[src/rtl/clk_calc_pkg.sv]
package clk_calc_pkg;

   typedef enum logic [2:0] {
      ST_IDLE,
      ST_PERI,
      ST_AHB,
      ST_IPG,
      ST_PER,
      ST_FIN
   } calc_state_e;

   // pre-peripheral mux codes
   localparam logic [1:0] PRE_SYS      = 2'd0;
   localparam logic [1:0] PRE_F2       = 2'd1;
   localparam logic [1:0] PRE_F0       = 2'd2;
   localparam logic [1:0] PRE_F2_HALF  = 2'd3;

   // second peripheral mux codes
   localparam logic [1:0] ALT_USB      = 2'd0;
   localparam logic [1:0] ALT_OSC      = 2'd1;
   localparam logic [1:0] ALT_BYP      = 2'd2;
   localparam logic [1:0] ALT_RSVD     = 2'd3;

endpackage

[src/rtl/clk_calc_div.sv]
module clk_calc_div #(
   parameter int W = 64
) (
   input  logic         clk,
   input  logic         rst_n,
   input  logic         start,
   input  logic [W-1:0] dividend,
   input  logic [W-1:0] divisor,
   output logic         done,
   output logic [W-1:0] quotient
);
   localparam int CW = $clog2(W + 1);

   if (W < 2) begin : g_bad_width
      $error("clk_calc_div: W must be at least 2");
   end

   logic [W:0]    rem_q;
   logic [W-1:0]  quo_q;
   logic [CW-1:0] cnt_q;
   logic          run_q;
   logic          done_q;

   logic [W:0]    shifted;
   logic [W:0]    dext;
   logic          ge;

   always_comb begin
      shifted = {rem_q[W-1:0], quo_q[W-1]};
      dext    = {1'b0, divisor};
      ge      = (shifted >= dext) || rem_q[W];
   end

   always_ff @(posedge clk) begin
      if (!rst_n) begin
         rem_q  <= '0;
         quo_q  <= '0;
         cnt_q  <= '0;
         run_q  <= 1'b0;
         done_q <= 1'b0;
      end else begin
         done_q <= 1'b0;
         if (start) begin
            rem_q <= '0;
            quo_q <= dividend;
            cnt_q <= CW'(W);
            run_q <= 1'b1;
         end else if (run_q) begin
            rem_q <= ge ? (shifted - dext) : shifted;
            quo_q <= {quo_q[W-2:0], ge};
            cnt_q <= cnt_q - CW'(1);
            if (cnt_q == CW'(1)) begin
               run_q  <= 1'b0;
               done_q <= 1'b1;
            end
         end
      end
   end

   assign done     = done_q;
   assign quotient = quo_q;

endmodule

[src/rtl/clk_calc_src.sv]
module clk_calc_src
   import clk_calc_pkg::*;
#(
   parameter int          HZ_W       = 64,
   parameter int          FRAC_W     = 6,
   parameter logic [63:0] OSC_HZ     = 64'd24_000_000,
   parameter int          SYS_MUL_HI = 22,
   parameter int          SYS_MUL_LO = 20,
   parameter int          USB_MUL    = 20,
   parameter int          PFD_SCALE  = 18
) (
   input  logic              sys_mul_sel,
   input  logic [FRAC_W-1:0] pfd0_frac,
   input  logic [FRAC_W-1:0] pfd2_frac,
   input  logic [1:0]        pre_sel,
   input  logic [1:0]        alt_sel,
   output logic [HZ_W-1:0]   osc_hz,
   output logic [HZ_W-1:0]   sys_hz,
   output logic [HZ_W-1:0]   pfd_num,
   output logic [HZ_W-1:0]   pfd_den,
   output logic              frac_zero,
   output logic [HZ_W-1:0]   alt_hz,
   output logic              alt_rsvd
);
   localparam logic [HZ_W-1:0] OSC_C    = HZ_W'(OSC_HZ);
   localparam logic [HZ_W-1:0] SYS_HI_C = HZ_W'(OSC_HZ * 64'(SYS_MUL_HI));
   localparam logic [HZ_W-1:0] SYS_LO_C = HZ_W'(OSC_HZ * 64'(SYS_MUL_LO));
   localparam logic [HZ_W-1:0] USB_C    = HZ_W'(OSC_HZ * 64'(USB_MUL));
   localparam logic [HZ_W-1:0] SCALE_C  = HZ_W'(PFD_SCALE);

   logic [FRAC_W-1:0] frac_pick;

   always_comb begin
      osc_hz    = OSC_C;
      sys_hz    = sys_mul_sel ? SYS_HI_C : SYS_LO_C;
      pfd_num   = sys_hz * SCALE_C;
      frac_pick = (pre_sel == PRE_F0) ? pfd0_frac : pfd2_frac;
      pfd_den   = HZ_W'(frac_pick);
      frac_zero = (pre_sel != PRE_SYS) && (frac_pick == '0);
      alt_rsvd  = 1'b0;
      unique case (alt_sel)
         ALT_USB:  alt_hz = USB_C;
         ALT_OSC:  alt_hz = OSC_C;
         ALT_BYP:  alt_hz = '0;
         default: begin
            alt_hz   = '0;
            alt_rsvd = 1'b1;
         end
      endcase
   end

endmodule

[src/rtl/clk_tree_calc.sv]
module clk_tree_calc
   import clk_calc_pkg::*;
#(
   parameter int          HZ_W       = 64,
   parameter int          FRAC_W     = 6,
   parameter int          ALT_DIV_W  = 3,
   parameter int          AHB_DIV_W  = 3,
   parameter int          IPG_DIV_W  = 2,
   parameter int          PER_DIV_W  = 6,
   parameter logic [63:0] OSC_HZ     = 64'd24_000_000
) (
   input  logic                 clk,
   input  logic                 rst_n,
   input  logic                 start,
   input  logic                 sys_mul_sel,
   input  logic [FRAC_W-1:0]    pfd0_frac,
   input  logic [FRAC_W-1:0]    pfd2_frac,
   input  logic [1:0]           pre_sel,
   input  logic [1:0]           alt_sel,
   input  logic                 periph_sel,
   input  logic [ALT_DIV_W-1:0] alt_div,
   input  logic [AHB_DIV_W-1:0] ahb_div,
   input  logic [IPG_DIV_W-1:0] ipg_div,
   input  logic                 per_sel,
   input  logic [PER_DIV_W-1:0] per_div,
   output logic                 busy,
   output logic                 done,
   output logic                 frac_err,
   output logic                 rsvd_err,
   output logic [HZ_W-1:0]      periph_hz,
   output logic [HZ_W-1:0]      ahb_hz,
   output logic [HZ_W-1:0]      ipg_hz,
   output logic [HZ_W-1:0]      per_hz
);
   localparam logic [HZ_W-1:0] ONE = HZ_W'(1);

   if (HZ_W < 40) begin : g_bad_hz_w
      $error("clk_tree_calc: HZ_W too narrow for PLL x fraction products");
   end
   if (FRAC_W < 1 || FRAC_W >= HZ_W) begin : g_bad_frac_w
      $error("clk_tree_calc: FRAC_W out of range");
   end
   if (ALT_DIV_W >= HZ_W || AHB_DIV_W >= HZ_W ||
       IPG_DIV_W >= HZ_W || PER_DIV_W >= HZ_W) begin : g_bad_div_w
      $error("clk_tree_calc: divider field wider than frequency word");
   end

   calc_state_e st_q;
   logic        issued_q;

   // latched configuration
   logic                 l_sys_sel, l_periph_sel, l_per_sel;
   logic [FRAC_W-1:0]    l_frac0, l_frac2;
   logic [1:0]           l_pre_sel, l_alt_sel;
   logic [ALT_DIV_W-1:0] l_alt_div;
   logic [AHB_DIV_W-1:0] l_ahb_div;
   logic [IPG_DIV_W-1:0] l_ipg_div;
   logic [PER_DIV_W-1:0] l_per_div;

   // working results
   logic [HZ_W-1:0] w_periph, w_ahb, w_ipg, w_per;
   logic            w_ferr, w_rerr;

   // published results
   logic [HZ_W-1:0] o_periph, o_ahb, o_ipg, o_per;
   logic            o_ferr, o_rerr, o_done;

   logic [HZ_W-1:0] osc_hz, sys_hz, pfd_num, pfd_den, alt_hz;
   logic            frac_zero, alt_rsvd;

   clk_calc_src #(
      .HZ_W   (HZ_W),
      .FRAC_W (FRAC_W),
      .OSC_HZ (OSC_HZ)
   ) src_i (
      .sys_mul_sel (l_sys_sel),
      .pfd0_frac   (l_frac0),
      .pfd2_frac   (l_frac2),
      .pre_sel     (l_pre_sel),
      .alt_sel     (l_alt_sel),
      .osc_hz      (osc_hz),
      .sys_hz      (sys_hz),
      .pfd_num     (pfd_num),
      .pfd_den     (pfd_den),
      .frac_zero   (frac_zero),
      .alt_hz      (alt_hz),
      .alt_rsvd    (alt_rsvd)
   );

   logic            pre_direct, pre_zero;
   logic            need_div, div_start, div_done;
   logic [HZ_W-1:0] dvd, dvs, quo, peri_q;

   always_comb begin
      pre_direct = !l_periph_sel && (l_pre_sel == PRE_SYS);
      pre_zero   = !l_periph_sel && frac_zero;
      dvd        = '0;
      dvs        = ONE;
      need_div   = 1'b0;
      unique case (st_q)
         ST_PERI: begin
            need_div = !pre_direct && !pre_zero;
            if (l_periph_sel) begin
               dvd = alt_hz;
               dvs = HZ_W'(l_alt_div) + ONE;
            end else begin
               dvd = pfd_num;
               dvs = pfd_den;
            end
         end
         ST_AHB: begin
            need_div = 1'b1;
            dvd      = w_periph;
            dvs      = HZ_W'(l_ahb_div) + ONE;
         end
         ST_IPG: begin
            need_div = 1'b1;
            dvd      = w_ahb;
            dvs      = HZ_W'(l_ipg_div) + ONE;
         end
         ST_PER: begin
            need_div = 1'b1;
            dvd      = l_per_sel ? osc_hz : w_ipg;
            dvs      = HZ_W'(l_per_div) + ONE;
         end
         default: ;
      endcase
      div_start = need_div && !issued_q;
      peri_q    = (!l_periph_sel && (l_pre_sel == PRE_F2_HALF)) ? (quo >> 1) : quo;
   end

   clk_calc_div #(.W(HZ_W)) div_i (
      .clk      (clk),
      .rst_n    (rst_n),
      .start    (div_start),
      .dividend (dvd),
      .divisor  (dvs),
      .done     (div_done),
      .quotient (quo)
   );

   always_ff @(posedge clk) begin
      if (!rst_n) begin
         st_q         <= ST_IDLE;
         issued_q     <= 1'b0;
         l_sys_sel    <= 1'b0;
         l_periph_sel <= 1'b0;
         l_per_sel    <= 1'b0;
         l_frac0      <= '0;
         l_frac2      <= '0;
         l_pre_sel    <= '0;
         l_alt_sel    <= '0;
         l_alt_div    <= '0;
         l_ahb_div    <= '0;
         l_ipg_div    <= '0;
         l_per_div    <= '0;
         w_periph     <= '0;
         w_ahb        <= '0;
         w_ipg        <= '0;
         w_per        <= '0;
         w_ferr       <= 1'b0;
         w_rerr       <= 1'b0;
         o_periph     <= '0;
         o_ahb        <= '0;
         o_ipg        <= '0;
         o_per        <= '0;
         o_ferr       <= 1'b0;
         o_rerr       <= 1'b0;
         o_done       <= 1'b0;
      end else begin
         o_done <= 1'b0;
         if (div_start) begin
            issued_q <= 1'b1;
         end
         unique case (st_q)
            ST_IDLE: begin
               if (start) begin
                  l_sys_sel    <= sys_mul_sel;
                  l_periph_sel <= periph_sel;
                  l_per_sel    <= per_sel;
                  l_frac0      <= pfd0_frac;
                  l_frac2      <= pfd2_frac;
                  l_pre_sel    <= pre_sel;
                  l_alt_sel    <= alt_sel;
                  l_alt_div    <= alt_div;
                  l_ahb_div    <= ahb_div;
                  l_ipg_div    <= ipg_div;
                  l_per_div    <= per_div;
                  w_ferr       <= 1'b0;
                  w_rerr       <= 1'b0;
                  issued_q     <= 1'b0;
                  st_q         <= ST_PERI;
               end
            end
            ST_PERI: begin
               if (pre_direct) begin
                  w_periph <= sys_hz;
                  st_q     <= ST_AHB;
               end else if (pre_zero) begin
                  w_periph <= '0;
                  w_ferr   <= 1'b1;
                  st_q     <= ST_AHB;
               end else if (issued_q && div_done) begin
                  w_periph <= peri_q;
                  w_rerr   <= l_periph_sel && alt_rsvd;
                  issued_q <= 1'b0;
                  st_q     <= ST_AHB;
               end
            end
            ST_AHB: begin
               if (issued_q && div_done) begin
                  w_ahb    <= quo;
                  issued_q <= 1'b0;
                  st_q     <= ST_IPG;
               end
            end
            ST_IPG: begin
               if (issued_q && div_done) begin
                  w_ipg    <= quo;
                  issued_q <= 1'b0;
                  st_q     <= ST_PER;
               end
            end
            ST_PER: begin
               if (issued_q && div_done) begin
                  w_per    <= quo;
                  issued_q <= 1'b0;
                  st_q     <= ST_FIN;
               end
            end
            default: begin
               o_periph <= w_periph;
               o_ahb    <= w_ahb;
               o_ipg    <= w_ipg;
               o_per    <= w_per;
               o_ferr   <= w_ferr;
               o_rerr   <= w_rerr;
               o_done   <= 1'b1;
               st_q     <= ST_IDLE;
            end
         endcase
      end
   end

   assign busy      = (st_q != ST_IDLE);
   assign done      = o_done;
   assign frac_err  = o_ferr;
   assign rsvd_err  = o_rerr;
   assign periph_hz = o_periph;
   assign ahb_hz    = o_ahb;
   assign ipg_hz    = o_ipg;
   assign per_hz    = o_per;

endmodule

[config.mk]
export PLATFORM = sky130hd
export DESIGN_NAME = clk_tree_calc
export DESIGN_NICKNAME = d
export VERILOG_FILES = /design/src/rtl/clk_calc_pkg.sv /design/src/rtl/clk_calc_div.sv /design/src/rtl/clk_calc_src.sv /design/src/rtl/clk_tree_calc.sv
export SDC_FILE = /design/constraint.sdc
export NUM_CORES = 2
export LEC_CHECK = 0
export ABC_AREA = 1
export BUFFER_PORTS_ARGS = -buffer_cell sky130_fd_sc_hd__buf_4
export CAP_MARGIN = 10
export CORE_MARGIN = 5
export CORE_UTILIZATION = 55
export CTS_CLUSTER_SIZE = 20
export DETAILED_ROUTE_END_ITERATION = 8
export PLACE_DENSITY_LB_ADDON = 0.2
export SETUP_SLACK_MARGIN = 0.5
export SYNTH_ARGS = -nofsm -noshare
export SYNTH_HDL_FRONTEND = slang
export SYNTH_HIERARCHICAL = 1
export SYNTH_SLANG_ARGS = --single-unit
[constraint.sdc]
create_clock -name clk -period 3.1 [get_ports clk]
set_clock_uncertainty 0.1 [all_clocks]
set_input_delay 0.93 -clock clk [delete_from_list [all_inputs] [get_ports clk]]
set_output_delay 0.93 -clock clk [all_outputs]
set_load 0.005 [all_outputs]
# [Word-level counts from Yosys, hierarchy flattened]
# Cells that the tools add are included.
[op_classes] addsub=6 n_mul=1 order_cmp=1 eq_ne=18 muxes=46 n_bitwise=2 reduce_logical=35
[ops] operator="$mux 64" count=8
[ops] operator="$pmux 64 s4" count=1
[ops] operator="$ge 65x7->1" count=1
[ops] operator="$mux 65" count=1
[ops] operator="$sub 65x7->65" count=1
[ops] operator="$mul 64x4->63 const B" count=1
[ops] operator="$pmux 29 s2" count=1
[ops] operator="$pmux 7 s4" count=1
[ops] operator="$mux 26" count=1
[ops] operator="$mux 3" count=7
[ops] operator="$mux 1" count=17
[ops] operator="$ne 2x2->1 const B" count=8
[ops] operator="$pmux 3 s5" count=1
[ops] operator="$mux 7" count=2
[ops] operator="$mux 6" count=2
[ops] operator="$reduce_and 2->1" count=5
[ops] operator="$reduce_and 5->1" count=2
[ops] operator="$reduce_or 3->1" count=3
[ops] operator="$add 3x1->4 const B" count=2
[ops] operator="$logic_and 1x1->1" count=8
[ops] operator="$add 6x1->7 const B" count=1
[ops] operator="$eq 7x1->1 const B" count=1
[ops] operator="$sub 7x1->7 const B" count=1
[ops] operator="$eq 2x2->1 const B" count=3
[ops] operator="19 further kinds" count=30
[word_totals] register_bits=692 in_bits=36 out_inout_bits=260 word_cells=141

# [Logic depth before layout (Yosys ltp)]
[logic_depth] word_depth=14 depth_mapped=28 ltp_nobuf=28

# [By module]
# The synthesis kept the hierarchy.
[by_module_without_submodules] mod="clk_tree_calc" instances=1 cells_per_inst=3710 area_each_um2=24563.6 seq_area_each_um2=11090.6
[by_module_without_submodules] mod="clk_calc_div" instances=1 cells_per_inst=2217 area_each_um2=12645.9 seq_area_each_um2=2762.6
[by_module_without_submodules] mod="clk_calc_src" instances=1 cells_per_inst=360 area_each_um2=2557.5 seq_area_each_um2=0.0

# [Worst setup path before layout]
# Ideal clock, no wire load.
[synth_timing] kind="reg-to-reg" from="reg st_q[0]" to="reg div_i.rem_q[33]" setup_ps=132 t_arrival_ps=2984 required_ps=2868 slack_ps=-116 stages_incl_launch_ff=27 n_path_buf=5 period_less_slack_ps=3216 cell_sequence="dfxtp_1 -> buf_2 -> nor2_1 -> nand2_1 -> inv_2 -> buf_2 -> buf_2 -> nand3_1 -> nand3_1 -> inv_1 -> ha_1 -> nand2_1 -> inv_1 -> nand2_1 -> nand2_1 -> nand2_1 -> nand3_2 -> nand2_1 -> nand2_1 -> nand2_1 -> nand3_2 -> nand2_2 -> buf_6 -> buf_6 -> nand3b_2 -> nand3_1 -> a21oi_1"
[synth_via] elab_chain_cells=5 word_cells_on_any_way=13 classes_between="1 x add/sub; 1 x order compare; 4 x eq/ne; 3 x mux; 4 x reduce/logical"
[synth_lines] item="start: declaration" line="clk_tree_calc.sv:48" rtl="calc_state_e st_q;"
[synth_lines] item="start signal: assignment" line="clk_tree_calc.sv:144" rtl="st_q <= ST_IDLE;"
[synth_lines] item="start signal: assignment" line="clk_tree_calc.sv:192" rtl="st_q <= ST_PERI;"
[synth_lines] item="start signal: assignment" line="clk_tree_calc.sv:198" rtl="st_q <= ST_AHB;"
[synth_lines] item="$eq 3x3->1, or another cell as far along" line="clk_tree_calc.sv:100" rtl="unique case (st_q)"
[synth_lines] item="$pmux 7 s4 (*)" line="clk_tree_calc.sv:100"
[synth_lines] item="net dvs[3]" line="clk_tree_calc.sv:92" rtl="logic [HZ_W-1:0] dvd, dvs, quo, peri_q;"
[synth_lines] item="$ge 65x7->1" line="clk_calc_div.sv:31" rtl="ge = (shifted >= dext) || rem_q[W];"
[synth_lines] item="$logic_or 1x1->1" line="clk_calc_div.sv:31"
[synth_lines] item="$mux 65 (*)" line="clk_calc_div.sv:49" rtl="rem_q <= ge ? (shifted - dext) : shifted;"
[synth_lines] item="end signal: assignment" line="clk_calc_div.sv:49"
[synth_lines] item="end: declaration" line="clk_calc_div.sv:18" rtl="logic [W:0] rem_q;"
# Mark *: on every way through the listed nets, which the timed path passes. The rest lies on a longest branch.
# A chain may end at the register's enable or synchronous reset.

# [Final worst setup path]
[layout_timing] from="reg div_i.rem_q[47]" to="reg div_i.rem_q[62]"
[layout_via] elab_chain_cells=3 word_cells_on_any_way=4 classes_between="1 x add/sub; 1 x order compare; 1 x mux; 1 x reduce/logical"
[layout_lines] item="$ge 65x7->1" line="clk_calc_div.sv:31"
[layout_lines] item="$logic_or 1x1->1" line="clk_calc_div.sv:31"
[layout_lines] item="$mux 65 (*)" line="clk_calc_div.sv:49"
# Every way passes the cells marked *; elsewhere a longest branch is shown, timed or not.

==> key figures <==
Drt
  • Initial DRC Count: 4451
  • Vias per inst: 5.33
  • ANT nets after route: 0
  • # DRC: 0
  • Routed WL: approximately 140000 um
  • Detailed-route via count: approximately 40000
  • Drt pass-1 iters: 6
  • DR WL/cell: 18.5 um

Power
  • Psw: about 27 mW
  • Power Density: 1200 mW/mm^2
  • Tot Pwr: 55.8 mW
  • Clock power frac: 17.1%
  • Logic pwr share: 61.5%
  • Internal power: 28.8 mW
  • Peak VDD IR: 743 uV
  • Pleak: 22.8 nW
  • Sw Ratio: 48.3%
  • Register share of total power: 21.4%

Worst setup path
  • Reg2reg path depth: 17
  • Arrival time worst endpoint: 3.66 ns
  • CP Class: register to register
  • Crit path top cell by count: nand2_1
  • Startpoint types: register
  • CP Max Fanout: 7
  • CP bufs+invs: 3
  • CP cell instances: ha_1 -> nand2_1 -> nor2_2 -> nand2_1 -> inv_2 -> nand2_1 -> nor2_1 -> nand2_4 -> nand3_4 -> nand2_4 -> buf_6 -> nand2_8 -> clkbuf_16 -> nand2_2 -> nand2_1 -> nand2_1 -> a21oi_1
  • Critical Path RT: 3.55 ns
  • Crit-path slowest cell: ha_1
  • R2R Path Start: div_i/rem_q[47]
  • Setup slack, reg-to-reg: -0.11 ns
  • CP peak stage delay: approximately 0.53 ns
  • Crit-path leading delay family: simple AND/OR/NAND/NOR gates
  • Crit. End Element: register
  • CP Depth: 17
  • R2r endpoint: div_i/rem_q[62]

Layout
  • P&R area growth vs syn: 16.6%
  • Core Util, Final: 64.8%
  • Filler instances: 6748
  • Layout cells sized above 1: 13.7%
  • Total Nets Final: 6615
  • Ant. Diodes: 0

STA
  • Max Slew Vio Count: 0
  • Hold Worst Slack: 0.345 ns
  • RSZ-0062 raised after global routing: yes
  • Worst slew pin tran: about 1.2 ns
  • Final worst slack: -0.106 ns
  • Final setup vio count: 50
  • Slew HR: 21.8%
  • Fin crit share: 103%
  • Fin. Hold Viols: 0
  • FMAX: 0.312 GHz
  • Final Critical Period: approximately 3.2 ns

Floorplanning
  • CORE AREA: just over 0.07 sq mm
  • Die Y: approximately 280 um
  • Die area: 0.0778 sq mm
  • Initial Utilization: 55.5%
  • Row count: a little under 100
  • Top-level I/O count: just under 300
  • Chip width: 279 um

Status
  • Status: finished with violations
  • Failing checks: setup timing

Global routing
  • GR Util All Layers: 33.6%
  • First-pass GRT wire length: 210000 um
  • Largest net degree at the start of global routing: 108
  • Vias in the first global route: 36600
  • Aggregate global routing overflow: 0
  • Initial antenna violation count: 0

Clock network
  • Clock Sinks: 692
  • Worst-path clk slew: 0.05 ns
  • H-tree Lvls: 3
  • Worst-skew pair later-pin latency: 0.64 ns
  • CTS Root Cell: clkbuf_16
  • Num CTS Buffers: 77
  • Clock buffer depth: 3
  • CTS tree: yes

Synthesis
  • Register bit count reported by yosys: between 600 and 700
  • Yosys top cell area share: a little over a third
  • Post-synth ARST share: 0%
  • Primary FF master, synth: dfxtp_1
  • Cell taking the most area after synthesis: dfxtp_1
  • Mapped Area: 0.0398 sq mm
  • Count of different cell masters after synthesis: 42
  • Seq/Total Area, Yosys: 34.8%
  • Ranking of synthesized cells by area: dfxtp_1 35%, nand2_1 18%, nor2_1 8.5%, buf_4 6.0%, inv_1 5.8%
  • Number of synthesized flops with an enable pin: 0
  • YS warnings: 6
  • Most frequent cell after synthesis: nand2_1
  • Most frequent cells after synthesis: 1871 x nand2_1, 903 x nor2_1, 692 x dfxtp_1
  • Post-Synthesis Cells: between 6000 and 7000
  • Mean area per synthesized cell: 6.33 sq um

Placement
  • GPL Wtd Cong: 0.993
  • Pre-CTS WS: -0.0361 ns
  • Buffers on Ports: 295
  • HPWL after DPL: 94000 um

Hold path
  • Sink of the worst hold path: l_frac0[5]
  • WHS Path Cells: 2
  • Hold Path Class: register to register
  • Worst Min Path Start: l_frac0[5]

Run
  • Max_cap viols: 0
==> power groups by stage <==
stage               clock network, mW  logic (mW)  registers, mW
floorplan                           0        18.6           11.8
global placement                    0        28.8           12.0
detailed placement                  0        28.8           12.1
CTS                              9.66        30.8           11.9
global route                     10.0        36.8           12.1
finish                           9.56        34.3           11.9
==> per-layer routing <==
metal / part of all wire, % / vias to the layer above / GRT usage (%) / routed length (um)
met5: 0 / - / 0 / 0
met4: 5.2 / 0 / 15.9 / 7230
met3: 10 / 277 / 6.21 / 14400
met2: 43 / 1867 / 52.3 / 59700
met1: 42 / 18300 / 45.4 / 58000
li1: - / 19700 / - / -
==> through the flow <==
stage	cells	setup TNS [ns]	instance area [sq um]
global placement	7329	0	42300
floorplan	6565	0	41100
detailed placement	7329	-0.288	42300
CTS	7492	-0.00268	45600
global route	7519	-13.79	46400
finish	7519	-2.26	46400
==> sequential cells by signal, indices dropped and copies added (netlist names), 6 cells and up <==
register / cells
w_ipg: 64
w_per: 64
ahb_hz: 64
per_hz: 64
ipg_hz: 64
l_per_div: 6
l_frac0: 6
w_periph: 64
w_ahb: 64
periph_hz: 64
div_i/quotient: 64
div_i/rem_q: 65
div_i/cnt_q: 7
l_frac2: 6
==> area by class of cell <==
class	count	area, sq um	share of cell area [%]
clock buffers	106	2220	4.78
inverters	639	2430	5.25
flip-flops and latches	692	13900	29.9
multi-input cells	4573	21400	46.1
clock inverters	34	414	0.893
repair buffers	525	4860	10.5
well taps	950	1190	2.56
==> cell usage in the layout, fill, tap and decap left out, types with 48 or more instances in the layout <==
master	netlist	final
nor3_1	49	49
nand2_2	10	78
clkbuf_16	0	91
o21ai_1	144	153
conb_1	2	280
nor2_1	903	898
dfxtp_1	692	682
inv_1	617	609
buf_4	318	451
nand3b_1	48	48
nand2_1	1871	1783
o2111ai_1	65	64
ha_1	70	62
nand3_1	257	234
a21oi_1	373	357
o21ai_0	313	302
==> tightest hold or removal path, delay by kind of cell (launching register included) <==
kind,cells,cell delay [ns]
DFF,1,0.30
AOI/OAI and AO/OA,1,0.05
buffers and inverters,1,0.05
==> kinds of logic after synthesis <==
kind of cell | share of synthesized area (%)
compound gates | 13.4
xor+xnor | 0.881
fa+ha+maj | 2.25
buf+inv | 15.9
flops | 34.8
other cells | 0.0189
simple gates | 32.6
==> how the worst max path moves through the flow <==
stage / start / end / slack (ns)
4_1_cts: l_pre_sel[0] / div_i/rem_q[62] / -0.003
3_5_place_dp: l_pre_sel[1] / div_i/rem_q[29] / -0.04
5_1_grt: l_pre_sel[0] / div_i/rem_q[5] / -0.25
6_report: div_i/rem_q[47] / div_i/rem_q[62] / -0.11
3_3_place_gp: l_pre_sel[1] / div_i/rem_q[29] / 0.02
2_1_floorplan: st_q[0] / div_i/rem_q[30] / 0.28
==> repair_timing <==
action                     in CTS  in global routing
pin swaps                      23                 68
cloned                          6                 16
hold buffers                    0                  0
setup endpoints to repair     147                184
gates resized for setup        94                103
setup buffers                  17                 11
Power figures use the tool's default switching activity.
